[config.mk]
export PLATFORM = sky130hd
export DESIGN_NAME = rmw_unit
export DESIGN_NICKNAME = d
export VERILOG_FILES = /design/src/rtl/rmw_pkg.sv /design/src/rtl/rmw_alu.sv /design/src/rtl/rmw_ctrl.sv /design/src/rtl/rmw_flags.sv /design/src/rtl/rmw_unit.sv
export SDC_FILE = /design/constraint.sdc
export NUM_CORES = 1
export LEC_CHECK = 0
export BUFFER_PORTS_ARGS = -buffer_cell sky130_fd_sc_hd__buf_2
export CORE_ASPECT_RATIO = 0.75
export CORE_MARGIN = 2
export CORE_UTILIZATION = 50
export DETAILED_ROUTE_END_ITERATION = 6
export GPL_TIMING_DRIVEN = 0
export PLACE_DENSITY = 0.81
export SLEW_MARGIN = 20
export SYNTH_ARGS = -nofsm -noshare
export SYNTH_HDL_FRONTEND = slang
export SYNTH_SLANG_ARGS = --single-unit
export TNS_END_PERCENT = 100
[constraint.sdc]
create_clock -name clk -period 5.4 [get_ports clk]
set_input_delay 1.08 -clock clk [delete_from_list [all_inputs] [get_ports clk]]
set_output_delay 1.08 -clock clk [all_outputs]
set_load 0.02 [all_outputs]
[src/rtl/rmw_pkg.sv]
package rmw_pkg;
  localparam int DATA_W = 8;
  localparam int IDX_W  = $clog2(DATA_W);

  localparam logic [3:0] OP_ASL  = 4'd0;
  localparam logic [3:0] OP_ASR  = 4'd1;
  localparam logic [3:0] OP_BCLR = 4'd2;
  localparam logic [3:0] OP_BSET = 4'd3;
  localparam logic [3:0] OP_CLR  = 4'd4;
  localparam logic [3:0] OP_COM  = 4'd5;
  localparam logic [3:0] OP_DEC  = 4'd6;
  localparam logic [3:0] OP_INC  = 4'd7;
  localparam logic [3:0] OP_LSL  = 4'd8;
  localparam logic [3:0] OP_LSR  = 4'd9;
  localparam logic [3:0] OP_NEG  = 4'd10;
  localparam logic [3:0] OP_ROL  = 4'd11;
  localparam logic [3:0] OP_ROR  = 4'd12;
  localparam logic [3:0] OP_TST  = 4'd13;

  typedef enum logic [2:0] {
    ST_IDLE, ST_READ, ST_MODIFY, ST_WRITE, ST_DONE
  } rmw_state_e;

  typedef struct packed {
    logic [DATA_W-1:0] res;
    logic              c;
  } alu_out_t;

  function automatic logic op_is_test(input logic [3:0] op);
    return op >= OP_TST;
  endfunction

  function automatic logic op_is_bit(input logic [3:0] op);
    return (op == OP_BCLR) || (op == OP_BSET);
  endfunction

  function automatic alu_out_t rmw_compute(input logic [3:0] op,
                                           input logic [DATA_W-1:0] v,
                                           input logic cin,
                                           input logic [IDX_W-1:0] idx);
    alu_out_t o;
    logic [DATA_W-1:0] mask;
    mask = '0;
    mask[idx] = 1'b1;
    o.res = v;
    o.c   = cin;
    case (op)
      OP_ASL, OP_LSL: begin o.res = {v[DATA_W-2:0], 1'b0};         o.c = v[DATA_W-1]; end
      OP_ASR:         begin o.res = {v[DATA_W-1], v[DATA_W-1:1]};  o.c = v[0];        end
      OP_LSR:         begin o.res = {1'b0, v[DATA_W-1:1]};         o.c = v[0];        end
      OP_ROL:         begin o.res = {v[DATA_W-2:0], cin};          o.c = v[DATA_W-1]; end
      OP_ROR:         begin o.res = {cin, v[DATA_W-1:1]};          o.c = v[0];        end
      OP_BCLR:        o.res = v & ~mask;
      OP_BSET:        o.res = v | mask;
      OP_CLR:         begin o.res = '0;  o.c = 1'b0; end
      OP_COM:         begin o.res = ~v;  o.c = 1'b1; end
      OP_NEG:         begin o.res = ~v + 1'b1; o.c = |v; end
      OP_INC:         o.res = v + 1'b1;
      OP_DEC:         o.res = v - 1'b1;
      default:        o.res = v;
    endcase
    return o;
  endfunction
endpackage

[src/rtl/rmw_alu.sv]
module rmw_alu
  import rmw_pkg::*;
(
  input  logic [3:0]        op,
  input  logic [DATA_W-1:0] opnd,
  input  logic              cin,
  input  logic [IDX_W-1:0]  idx,
  output logic [DATA_W-1:0] res,
  output logic              c_out,
  output logic              n_out,
  output logic              z_out,
  output logic              keep_flags
);
  alu_out_t r;
  always_comb begin
    r          = rmw_compute(op, opnd, cin, idx);
    res        = r.res;
    c_out      = r.c;
    n_out      = r.res[DATA_W-1];
    z_out      = (r.res == '0);
    keep_flags = op_is_bit(op);
  end
endmodule

[src/rtl/rmw_ctrl.sv]
module rmw_ctrl
  import rmw_pkg::*;
(
  input  logic clk,
  input  logic rst_n,
  input  logic start,
  input  logic skip_wr,
  output logic accept,
  output logic rd_en,
  output logic cap_en,
  output logic wr_en,
  output logic done
);
  rmw_state_e state_q, state_d;

  always_comb begin
    state_d = state_q;
    case (state_q)
      ST_IDLE:   if (start) state_d = ST_READ;
      ST_READ:   state_d = ST_MODIFY;
      ST_MODIFY: state_d = skip_wr ? ST_DONE : ST_WRITE;
      ST_WRITE:  state_d = ST_DONE;
      default:   state_d = ST_IDLE;
    endcase
  end

  always_ff @(posedge clk) begin
    if (!rst_n) state_q <= ST_IDLE;
    else        state_q <= state_d;
  end

  assign accept = (state_q == ST_IDLE) && start;
  assign rd_en  = (state_q == ST_READ);
  assign cap_en = (state_q == ST_MODIFY);
  assign wr_en  = (state_q == ST_WRITE);
  assign done   = (state_q == ST_DONE);

  // a read only ever follows the idle state
  assert_read_from_idle_R11: assert property (@(posedge clk) disable iff (!rst_n)
    rd_en |-> $past(state_q == ST_IDLE));
endmodule

[src/rtl/rmw_flags.sv]
module rmw_flags (
  input  logic clk,
  input  logic rst_n,
  input  logic upd,
  input  logic n_in,
  input  logic z_in,
  input  logic c_in,
  output logic n_q,
  output logic z_q,
  output logic c_q
);
  always_ff @(posedge clk) begin
    if (!rst_n) begin
      n_q <= 1'b0;
      z_q <= 1'b0;
      c_q <= 1'b0;
    end else if (upd) begin
      n_q <= n_in;
      z_q <= z_in;
      c_q <= c_in;
    end
  end
endmodule

[src/rtl/rmw_unit.sv]
module rmw_unit
  import rmw_pkg::*;
#(
  parameter int ADDR_W = 8
) (
  input  logic              clk,
  input  logic              rst_n,
  input  logic              start,
  input  logic [3:0]        op,
  input  logic [IDX_W-1:0]  bit_idx,
  input  logic [ADDR_W-1:0] addr,
  output logic              done,
  output logic [ADDR_W-1:0] mem_addr,
  output logic              mem_rd,
  output logic              mem_wr,
  output logic [DATA_W-1:0] mem_wdata,
  input  logic [DATA_W-1:0] mem_rdata,
  output logic              flag_n,
  output logic              flag_z,
  output logic              flag_c
);
  logic [3:0]        op_q;
  logic [IDX_W-1:0]  idx_q;
  logic [ADDR_W-1:0] addr_q;
  logic [DATA_W-1:0] res_q, opnd_q;

  // named internal events
  logic accept, rd_en, cap_en, wr_en;
  logic [DATA_W-1:0] alu_res;
  logic alu_c, alu_n, alu_z, alu_keep;
  logic flag_upd;

  rmw_ctrl u_ctrl (
    .clk(clk), .rst_n(rst_n), .start(start), .skip_wr(op_is_test(op_q)),
    .accept(accept), .rd_en(rd_en), .cap_en(cap_en), .wr_en(wr_en), .done(done)
  );

  rmw_alu u_alu (
    .op(op_q), .opnd(mem_rdata), .cin(flag_c), .idx(idx_q),
    .res(alu_res), .c_out(alu_c), .n_out(alu_n), .z_out(alu_z), .keep_flags(alu_keep)
  );

  assign flag_upd = cap_en && !alu_keep;

  rmw_flags u_flags (
    .clk(clk), .rst_n(rst_n), .upd(flag_upd),
    .n_in(alu_n), .z_in(alu_z), .c_in(alu_c),
    .n_q(flag_n), .z_q(flag_z), .c_q(flag_c)
  );

  always_ff @(posedge clk) begin
    if (!rst_n) begin
      op_q   <= OP_TST;
      idx_q  <= '0;
      addr_q <= '0;
      res_q  <= '0;
      opnd_q <= '0;
    end else begin
      if (accept) begin
        op_q   <= op;
        idx_q  <= bit_idx;
        addr_q <= addr;
      end
      if (cap_en) begin
        res_q  <= alu_res;
        opnd_q <= mem_rdata;
      end
    end
  end

  assign mem_addr  = addr_q;
  assign mem_rd    = rd_en;
  assign mem_wr    = wr_en;
  assign mem_wdata = res_q;

  assert_done_single_R1: assert property (@(posedge clk) disable iff (!rst_n)
    done |=> !done);
  assert_read_single_R2: assert property (@(posedge clk) disable iff (!rst_n)
    mem_rd |=> !mem_rd);
  assert_write_follows_read_R2: assert property (@(posedge clk) disable iff (!rst_n)
    mem_wr |-> $past(mem_rd, 2));
  assert_test_no_write_R3: assert property (@(posedge clk) disable iff (!rst_n)
    mem_wr |-> !op_is_test(op_q));
  assert_bitop_one_bit_R9: assert property (@(posedge clk) disable iff (!rst_n)
    (mem_wr && op_is_bit(op_q)) |-> ($countones(mem_wdata ^ opnd_q) <= 1));
  assert_bitop_flags_R9: assert property (@(posedge clk) disable iff (!rst_n)
    ($past(cap_en) && op_is_bit(op_q)) |-> $stable({flag_n, flag_z, flag_c}));
  assert_carry_hold_R7: assert property (@(posedge clk) disable iff (!rst_n)
    ($past(cap_en) && (op_q == OP_INC || op_q == OP_DEC || op_is_test(op_q)))
      |-> $stable(flag_c));
endmodule

==> results of run 1 <==
registers in the layout (all words and copies together), names as in the netlist:
name,flops
idx_q,3
u_ctrl.state_q,3
u_flags.z_q,1
u_flags.c_q,1
u_flags.n_q,1
mem_addr,8
op_q,4
mem_wdata,8
placed cells by master, fill, tap and decap left out, types with 4 or more instances in the layout:
cell type / instances
nor2_1: 27
mux2i_1: 4
clkbuf_1: 15
nand2_1: 53
a21oi_1: 16
nand3b_1: 4
inv_1: 8
a21o_1: 4
o311ai_0: 4
o211ai_1: 8
nand3_1: 14
nor3_1: 9
clkbuf_8: 7
o21ai_0: 23
buf_2: 48
a21boi_0: 13
nor2b_1: 5
nand4_1: 5
nor3b_1: 7
buf_6: 9
dfxtp_1: 29
nand2b_1: 11
and2_1: 7
area by class of cell:
cell class | instances | share of cell area
Inverter | 8 | 0.0102
Timing Repair Buffer | 46 | 0.0781
Multi-Input combinational cell | 282 | 0.584
Clock inverter | 1 | 0.00170
Buffer | 32 | 0.0713
Clock buffer | 7 | 0.0327
Sequential cell | 29 | 0.197
Tap cell | 60 | 0.0255
where the power goes:
group          internal, mW  switching [mW]
sequential            0.231          0.0116
clock                 0.115          0.0836
combinational         0.109           0.183
kinds of logic after synthesis:
group / after synthesis / synth area share
AO/OA/AOI/OAI: 105 / 0.287
XOR/XNOR: 1 / 0.00345
flip-flops: 29 / 0.229
buffers and inverters: 40 / 0.0947
multiplexers: 5 / 0.0202
adder cells (fa/ha/maj): 2 / 0.00987
AND/OR/NAND/NOR: 169 / 0.356
through the flow:
stage,setup slack [ps],hold slack [ps],util
floorplan,2200,490,-
global placement,1480,444,0.580
detailed placement,1510,453,0.581
CTS,1780,461,0.602
global route,1500,494,0.602
finish,1620,458,0.602
worst max-delay path by stage:
stage	start	endpoint	slack, ps
finish	mem_rdata[1]	u_flags.z_q	1620
global route	mem_rdata[1]	u_flags.z_q	1500
CTS	mem_rdata[1]	u_flags.z_q	1780
detailed placement	mem_rdata[1]	u_flags.z_q	1510
global placement	mem_rdata[1]	u_flags.z_q	1480
floorplan	mem_rdata[1]	u_flags.z_q	2200
worst reg2reg max path, stage by stage (launching register included):
cell and delay, ps:
dfxtp_1 450, buf_6 180, and4bb_2 290, xnor2_1 80, ha_1 260, or4_1 560, o21ai_0 100, a221oi_1 110
o32ai_1 460, nand3_1 160, o31ai_2 220
layer usage:
metal / up-vias / global-route usage / wire, um
met5: - / 0 / 0
met4: 0 / 0.113 / 223
met3: 29 / 0.102 / 974
met2: 184 / 0.434 / 3430
met1: 1331 / 0.422 / 3550
li1: 1398 / - / -
==> results.cfg, run 1 <==
[synthesis]
synth_area_um2 = 2540
synth_cells = 351
synth.avg_cell_area_um2 = 7.23
synth.cells.most_frequent = 53 x nand2_1, 29 x dfxtp_1, 27 x nor2_1
ys.flop_type = dfxtp_1
ys_ff_latch = 29
ys_seq_area_frac = 0.229
yosysUniqueCellTypes = 67
syn_nets = 379
synthArstFlopShare = 0
synth_top_area_cell = dfxtp_1
synth_area_leaders = dfxtp_1 23%, nand2_1 7.8%, o21ai_0 4.5%, buf_6 4.0%, nor2_1 4.0%
yosys.area.top_type_share = 0.229
yosysWarnings = 0
synth-edff-count = 0
yosysMostFrequentCell = nand2_1

[layout]
finalNetCount = 432
drive_above_1_share = 0.202
insertedDiodeCount = 0
regArea_um2 = 581
syn_to_final_growth_pct = 16.3
final_cells = 465
fillers = 490
multi_input_area_um2 = 1720
final_cell_area_um2 = 2950

[floorplan]
die_area_um2 = 5660
io_pins = 48
start_util = 0.518
num_rows = 22
core_um2 = 4900
die_w_um = 86.2
dieHeight_um = 65.7

[min_path]
hold_end = mem_addr[1]
worstHoldPathType = flip-flop to flip-flop
hold_path_depth = 2
hp-start = mem_addr[1]

[setup_path]
slowest_stage = or4_1
path_depth = 11
critPathCaptureType = flip-flop
critPathLaunchType = primary input
crit_family = compound AO/OA/AOI/OAI gates
ff2ff_path_depth = 10
path_cells = buf_2 > clkbuf_1 > inv_1 > xnor2_1 > ha_1 > or4_1 > o21ai_0 > a221oi_1 > o32ai_1 > nand3_1 > o31ai_2
cp_max_fo = 10
rrSetupSlack_ps = 2450
crit_type = primary input to flip-flop
max_stage_delay_ps = 560
arrival_ps = 3980
reg2reg_to = u_flags.z_q
regToRegStartpoint = op_q[1]
crit_required_ps = 5600
crit_buf_inv = 3

[clock_network]
cts-root-buf = clkbuf_8
ctsHoldBuffers = 0
cts_tree = yes
post_cts_resize_count = 0
clk_latency_ps = 280
htree_levels = 2
cts_buffers = 5
clock-sinks = 29
clk_pin_slew_ps = 60
postCtsSetupBuffers = 0
clockBufferDepth = 2

[global_routing]
gr-total-overflow = 0
grt_usage = 0.304
grt_pass1_wl_um = 13300
grt_max_degree = 11
grt_pass1_vias = 2630
antenna_found_initial = 0

[detailed_routing]
dr_total_vias = 2942
avgRoutedWirePerCell_um = 17.6
wirelength_um = 8190
drtIter0Drc = 256
ant_nets = 0
via_per_inst = 6.33
drc = 0
drt-pass1-iter-count = 5

[timing]
slew_headroom = 0.390
post-route-min-period_ps = 3780
worst_pin_slew_ps = 906
rsz0062_at_grt = false
report.final.slew_viol_count = 0
clock_skew_ps = 7.48
period_share = 0.699
hold_violations = 0
final-setup-viol-count = 0
fmax_mhz = 265
setup-tns-final_ps = 0

[placement]
gp_congestion = 1.06
io_buffers = 46
placed_cell_area_um2 = 2850
place_hpwl_um = 5980
dp.cells = 457

[pwr]
total_power_uw = 733
p_per_area_nw_per_um2 = 249
vdd_drop_max_uv = 147
p_leak_nw = 1.19

[status]
status = finished clean

[flow_run]
max_cap_viol_count = 0
(Power assumes the default switching activity.)
==> inputs of run 2 (changes only) <==
--- a/config.mk
+++ b/config.mk
@@ -11,7 +11,7 @@
 export CORE_UTILIZATION = 50
 export DETAILED_ROUTE_END_ITERATION = 6
 export GPL_TIMING_DRIVEN = 0
-export PLACE_DENSITY = 0.81
+export PLACE_DENSITY = 0.84
 export SLEW_MARGIN = 20
 export SYNTH_ARGS = -nofsm -noshare
 export SYNTH_HDL_FRONTEND = slang
==> constraint.sdc (replaced) <==
create_clock -name clk -period 3.4 [get_ports clk]
set_input_delay 0.68 -clock clk [delete_from_list [all_inputs] [get_ports clk]]
set_output_delay 0.68 -clock clk [all_outputs]
set_load 0.02 [all_outputs]
==> run 2 against run 1 <==
Compared with the run above: clock-buffer cell count shrank 1; critical path type unchanged; sequential power grew 58%; clock power is 39% higher; critical path depth stayed put; non-clock buffer count unchanged; core utilization down 0.38 points; worst setup slack got worse by 1400 ps; largest power group unchanged; final area decreased by 0.64%.
==> results.cfg, run 2 (synthesis results as in run 1) <==
[status]
status = finished clean

[setup_path]
critPathCaptureType = flip-flop
endpoint = u_flags.z_q
crit_required_ps = 3600
rrSetupSlack_ps = 560
ff2ff_path_depth = 10
cp_max_fo = 10
regToRegStartpoint = op_q[1]
reg2reg_to = u_flags.z_q
critPathLaunchType = primary input
cp-startpoint = mem_rdata[1]
arrival_ps = 3420
crit_type = primary input to flip-flop

[clock_network]
cts_tree = yes
clockBufferDepth = 2
htree_levels = 2
post_cts_resize_count = 0
clk_latency_ps = 280
ctsHoldBuffers = 0
clk_pin_slew_ps = 60
clock-sinks = 29
cts_buffers = 5
postCtsSetupBuffers = 0
cts-root-buf = clkbuf_8

[timing]
fmax_mhz = 311
clock_skew_ps = 3.54
report.final.slew_viol_count = 0
worst_pin_slew_ps = 820
period_share = 0.946
rsz0062_at_grt = false
final-setup-viol-count = 0
hold_violations = 0
post-route-min-period_ps = 3210
slew_headroom = 0.449

[detailed_routing]
via_per_inst = 6.25
drtIter0Drc = 377
drt-pass1-iter-count = 5
wirelength_um = 7720
drc = 0
avgRoutedWirePerCell_um = 16.6
ant_nets = 0
dr_total_vias = 2905

[pwr]
p_comb_frac = 0.406
vdd_drop_max_uv = 218
p_clk_frac = 0.249
p_sw_frac = 0.388
p_per_area_nw_per_um2 = 380
seq_power_share = 0.346
p_int_uw = 681
p_leak_nw = 1.18
switchingPower_uw = 432

[layout]
drive_above_1_share = 0.200
insertedDiodeCount = 0
final_cells = 465
layout_commonest_cell = nand2_1
finalNetCount = 432
mostFrequentLayoutCells = 53 x nand2_1, 48 x buf_2, 29 x dfxtp_1
final_core_util = 0.598
syn_to_final_growth_pct = 15.5

[global_routing]
grt_usage = 0.279
grt_max_degree = 11
gr-total-overflow = 0
grt_pass1_vias = 2553
antenna_found_initial = 0
grt_pass1_wl_um = 12400

[floorplan]
die_area_um2 = 5660
dieHeight_um = 65.7
die_w_um = 86.2
start_util = 0.518
core_um2 = 4900
num_rows = 22
io_pins = 48

[placement]
gp_congestion = 0.951
io_buffers = 46
place_hpwl_um = 5810
dp.cells = 457

[min_path]
worstHoldPathType = flip-flop to flip-flop
hold_path_depth = 2

[flow_run]
max_cap_viol_count = 0
run 2: layer usage:
metal,track usage,share of wire,wire [um],up-vias
li1,-,-,-,1388
met5,0,0,0,-
met4,0.0664,0.020,158,0
met1,0.401,0.45,3510,1330
met3,0.0892,0.12,893,23
met2,0.404,0.41,3160,164
run 2: per-stage QoR:
stage               instance area [um2]  hold slack [ps]  setup slack, ps  setup TNS (ps)  power (mW)
floorplan                          2540              490              601               0       0.708
global placement                   2840              442            -11.4           -11.4       0.823
detailed placement                 2850              447            -49.1           -49.1       0.830
CTS                                2930              456              231               0        1.10
global route                       2930              490             46.0               0        1.18
finish                             2930              461              185               0        1.11
run 2: layout make-up:
class / count / area, um2
plain buffers: 32 / 210
clock buffers: 6 / 72.6
clock inverters: 2 / 10.0
fillers: 489 / 1970
inverters: 8 / 30.0
multi-input cells: 282 / 1720
flip-flops and latches: 29 / 581
well taps: 60 / 75.1
repair buffers: 46 / 230
run 2: how the worst min path moves through the flow:
stage | slack, ps | to | start
floorplan | 490 | u_ctrl.state_q[1] | u_ctrl.state_q[2]
global placement | 440 | mem_wdata[5] | mem_wdata[5]
detailed placement | 450 | mem_wdata[5] | mem_wdata[5]
CTS | 460 | mem_wdata[5] | mem_wdata[5]
global route | 490 | mem_wdata[5] | mem_wdata[5]
finish | 460 | mem_wdata[5] | mem_wdata[5]
run 2: power by group through the flow:
stage	sequential [mW]	combinational [mW]	clock, mW
2_1_floorplan	0.409	0.300	0
3_3_place_gp	0.390	0.434	0
3_5_place_dp	0.392	0.438	0
4_1_cts	0.385	0.440	0.278
5_1_grt	0.388	0.496	0.296
6_report	0.385	0.451	0.277
run 2: critical path, stage by stage:
cell      delay [ps]
buf_2             90
clkbuf_1         420
inv_1            260
xnor2_1          190
ha_1             260
or4_1            570
o21ai_0          100
a221oi_1         110
o32ai_1          360
nand3_1          150
o31ai_2          220
==> inputs of run 3 (changes only) <==
--- a/config.mk
+++ b/config.mk
@@ -8,10 +8,10 @@
 export BUFFER_PORTS_ARGS = -buffer_cell sky130_fd_sc_hd__buf_2
 export CORE_ASPECT_RATIO = 0.75
 export CORE_MARGIN = 2
-export CORE_UTILIZATION = 50
+export CORE_UTILIZATION = 30
 export DETAILED_ROUTE_END_ITERATION = 6
 export GPL_TIMING_DRIVEN = 0
-export PLACE_DENSITY = 0.84
+export PLACE_DENSITY = 0.58
 export SLEW_MARGIN = 20
 export SYNTH_ARGS = -nofsm -noshare
 export SYNTH_HDL_FRONTEND = slang
==> run 3 against run 2 <==
Compared with the run above: first-iteration DRC count decreased by 14%; critical endpoint unchanged; clock-buffer cell count decreased by 1; critical path type unchanged; largest cell class unchanged; worst hold slack got worse by 2.5 ps.
==> results.cfg, run 3 (synthesis results as in run 1) <==
[status]
status = finished clean

[global_routing]
grt_use_met2 = 0.278
gr-max-usage-layer = met2
gr-total-overflow = 0
grt_pass1_vias = 2612
grt_usage = 0.185
groute.layer.met1.usage = 0.268
grt_max_degree = 11
met3_usage = 0.0383
grt_pass1_wl_um = 13300
antenna_found_initial = 0

[detailed_routing]
drc = 0
wirelength_um = 8420
avgRoutedWirePerCell_um = 16.5
via_per_inst = 5.69
ant_nets = 0
drtIter0Drc = 324
dr_total_vias = 2913
drt-pass1-iter-count = 5

[layout]
final_core_util = 0.371
insertedDiodeCount = 0
drive_above_1_share = 0.203
mostFrequentLayoutCells = 53 x nand2_1, 48 x buf_2, 29 x dfxtp_1
syn_to_final_growth_pct = 22.0
final_cell_area_um2 = 3090
layout_commonest_cell = nand2_1
finalNetCount = 431

[setup_path]
max_stage_delay_ps = 560
crit_required_ps = 3600
arrival_ps = 3130
ff2ff_path_depth = 10
crit_family = compound AO/OA/AOI/OAI gates
crit_type = primary input to flip-flop
path_depth = 10
critPathCaptureType = flip-flop
crit_buf_inv = 2
cp_max_fo = 11
slowest_stage = or4_1
critPathLaunchType = primary input
path_cells = buf_2 > inv_1 > xnor2_1 > ha_1 > or4_1 > o21ai_0 > a221oi_1 > o32ai_1 > nand3_1 > o31ai_2

[flow_run]
max_cap_viol_count = 0

[clock_network]
cts_buffers = 5
post_cts_resize_count = 0
postCtsSetupBuffers = 0
clk_latency_ps = 280
cts-root-buf = clkbuf_16
htree_levels = 2
ctsHoldBuffers = 0
clock-sinks = 29
clockBufferDepth = 2
cts_tree = yes
clk_pin_slew_ps = 50

[floorplan]
die_w_um = 110
dieHeight_um = 83.6
io_pins = 48
num_rows = 29
die_area_um2 = 9210
core_um2 = 8350
start_util = 0.304

[timing]
report.final.slew_viol_count = 0
period_share = 0.864
post-route-min-period_ps = 2940
slew_headroom = 0.456
hold_violations = 0
rsz0062_at_grt = false
final-setup-viol-count = 0
clock_skew_ps = 4.65
worst_pin_slew_ps = 807
fmax_mhz = 341

[pwr]
vdd_drop_max_uv = 217
p_int_uw = 958
p_sw_frac = 0.324
p_comb_frac = 0.324
p_per_area_nw_per_um2 = 458
p_clk_frac = 0.404
switchingPower_uw = 459
p_leak_nw = 1.23
seq_power_share = 0.272

[placement]
io_buffers = 46
placed_cell_area_um2 = 2910
place_hpwl_um = 6260
gp_congestion = 0.932

[min_path]
worstHoldPathType = flip-flop to flip-flop
hold_path_depth = 2
## run 3: changes by cell type in the layout (fill, tap and decap cells not counted), sizes merged
| cell | previous run | this run |
|---|---|---|
| bufinv | 0 | 2 |
| clkbuf | 22 | 20 |
| clkinv | 2 | 1 |
## run 3: layer usage
layer,share of wire,vias up,wire (um)
li1,-,1387,-
met5,0,-,0
met2,0.43,157,3630
met4,0.013,0,109
met3,0.097,13,815
met1,0.46,1356,3870
## run 3: worst reg2reg max path, stage by stage (launching register included)
cell and delay (ps):
dfxtp_1 450, buf_6 180, and4bb_2 300, xnor2_1 80, ha_1 270, or4_1 560, o21ai_0 90, a221oi_1 110
o32ai_1 420, nand3_1 160, o31ai_2 220
## run 3: power groups by stage
| stage | Clock (mW) | Sequential [mW] | Combinational, mW |
|---|---|---|---|
| 2_1_floorplan | 0 | 0.409 | 0.300 |
| 3_5_place_dp | 0 | 0.393 | 0.449 |
| 6_report | 0.572 | 0.385 | 0.460 |
| 5_1_grt | 0.598 | 0.389 | 0.497 |
| 4_1_cts | 0.582 | 0.386 | 0.451 |
| 3_3_place_gp | 0 | 0.391 | 0.449 |
## run 3: area by class of cell
cell class	count	area [um2]
Fill cell	908	5250
Sequential cell	29	581
Clock inverter	3	65.1
Inverter	8	30.0
Tap cell	108	135
Timing Repair Buffer	46	230
Clock buffer	5	125
Buffer	31	206
Multi-Input combinational cell	282	1720
## run 3: through the flow
stage          power (mW)  hold WS (ps)  setup WS [ps]  TNS [ps]  std cells
4_1_cts              1.42           465            115         0        513
3_5_place_dp        0.841           458           -165      -262        505
6_report             1.42           459            464         0        512
3_3_place_gp        0.840           450           -122      -174        505
2_1_floorplan       0.708           490            601         0        351
5_1_grt              1.48           483            277         0        512
## run 3: final timing paths
path | start | end | slack, ps
worst max-delay path | mem_rdata[1] | u_flags.z_q | 460
worst min-delay path | mem_addr[1] | mem_addr[1] | 460
worst max register to register | op_q[1] | u_flags.z_q | 470
worst min register to register | mem_addr[1] | mem_addr[1] | 460
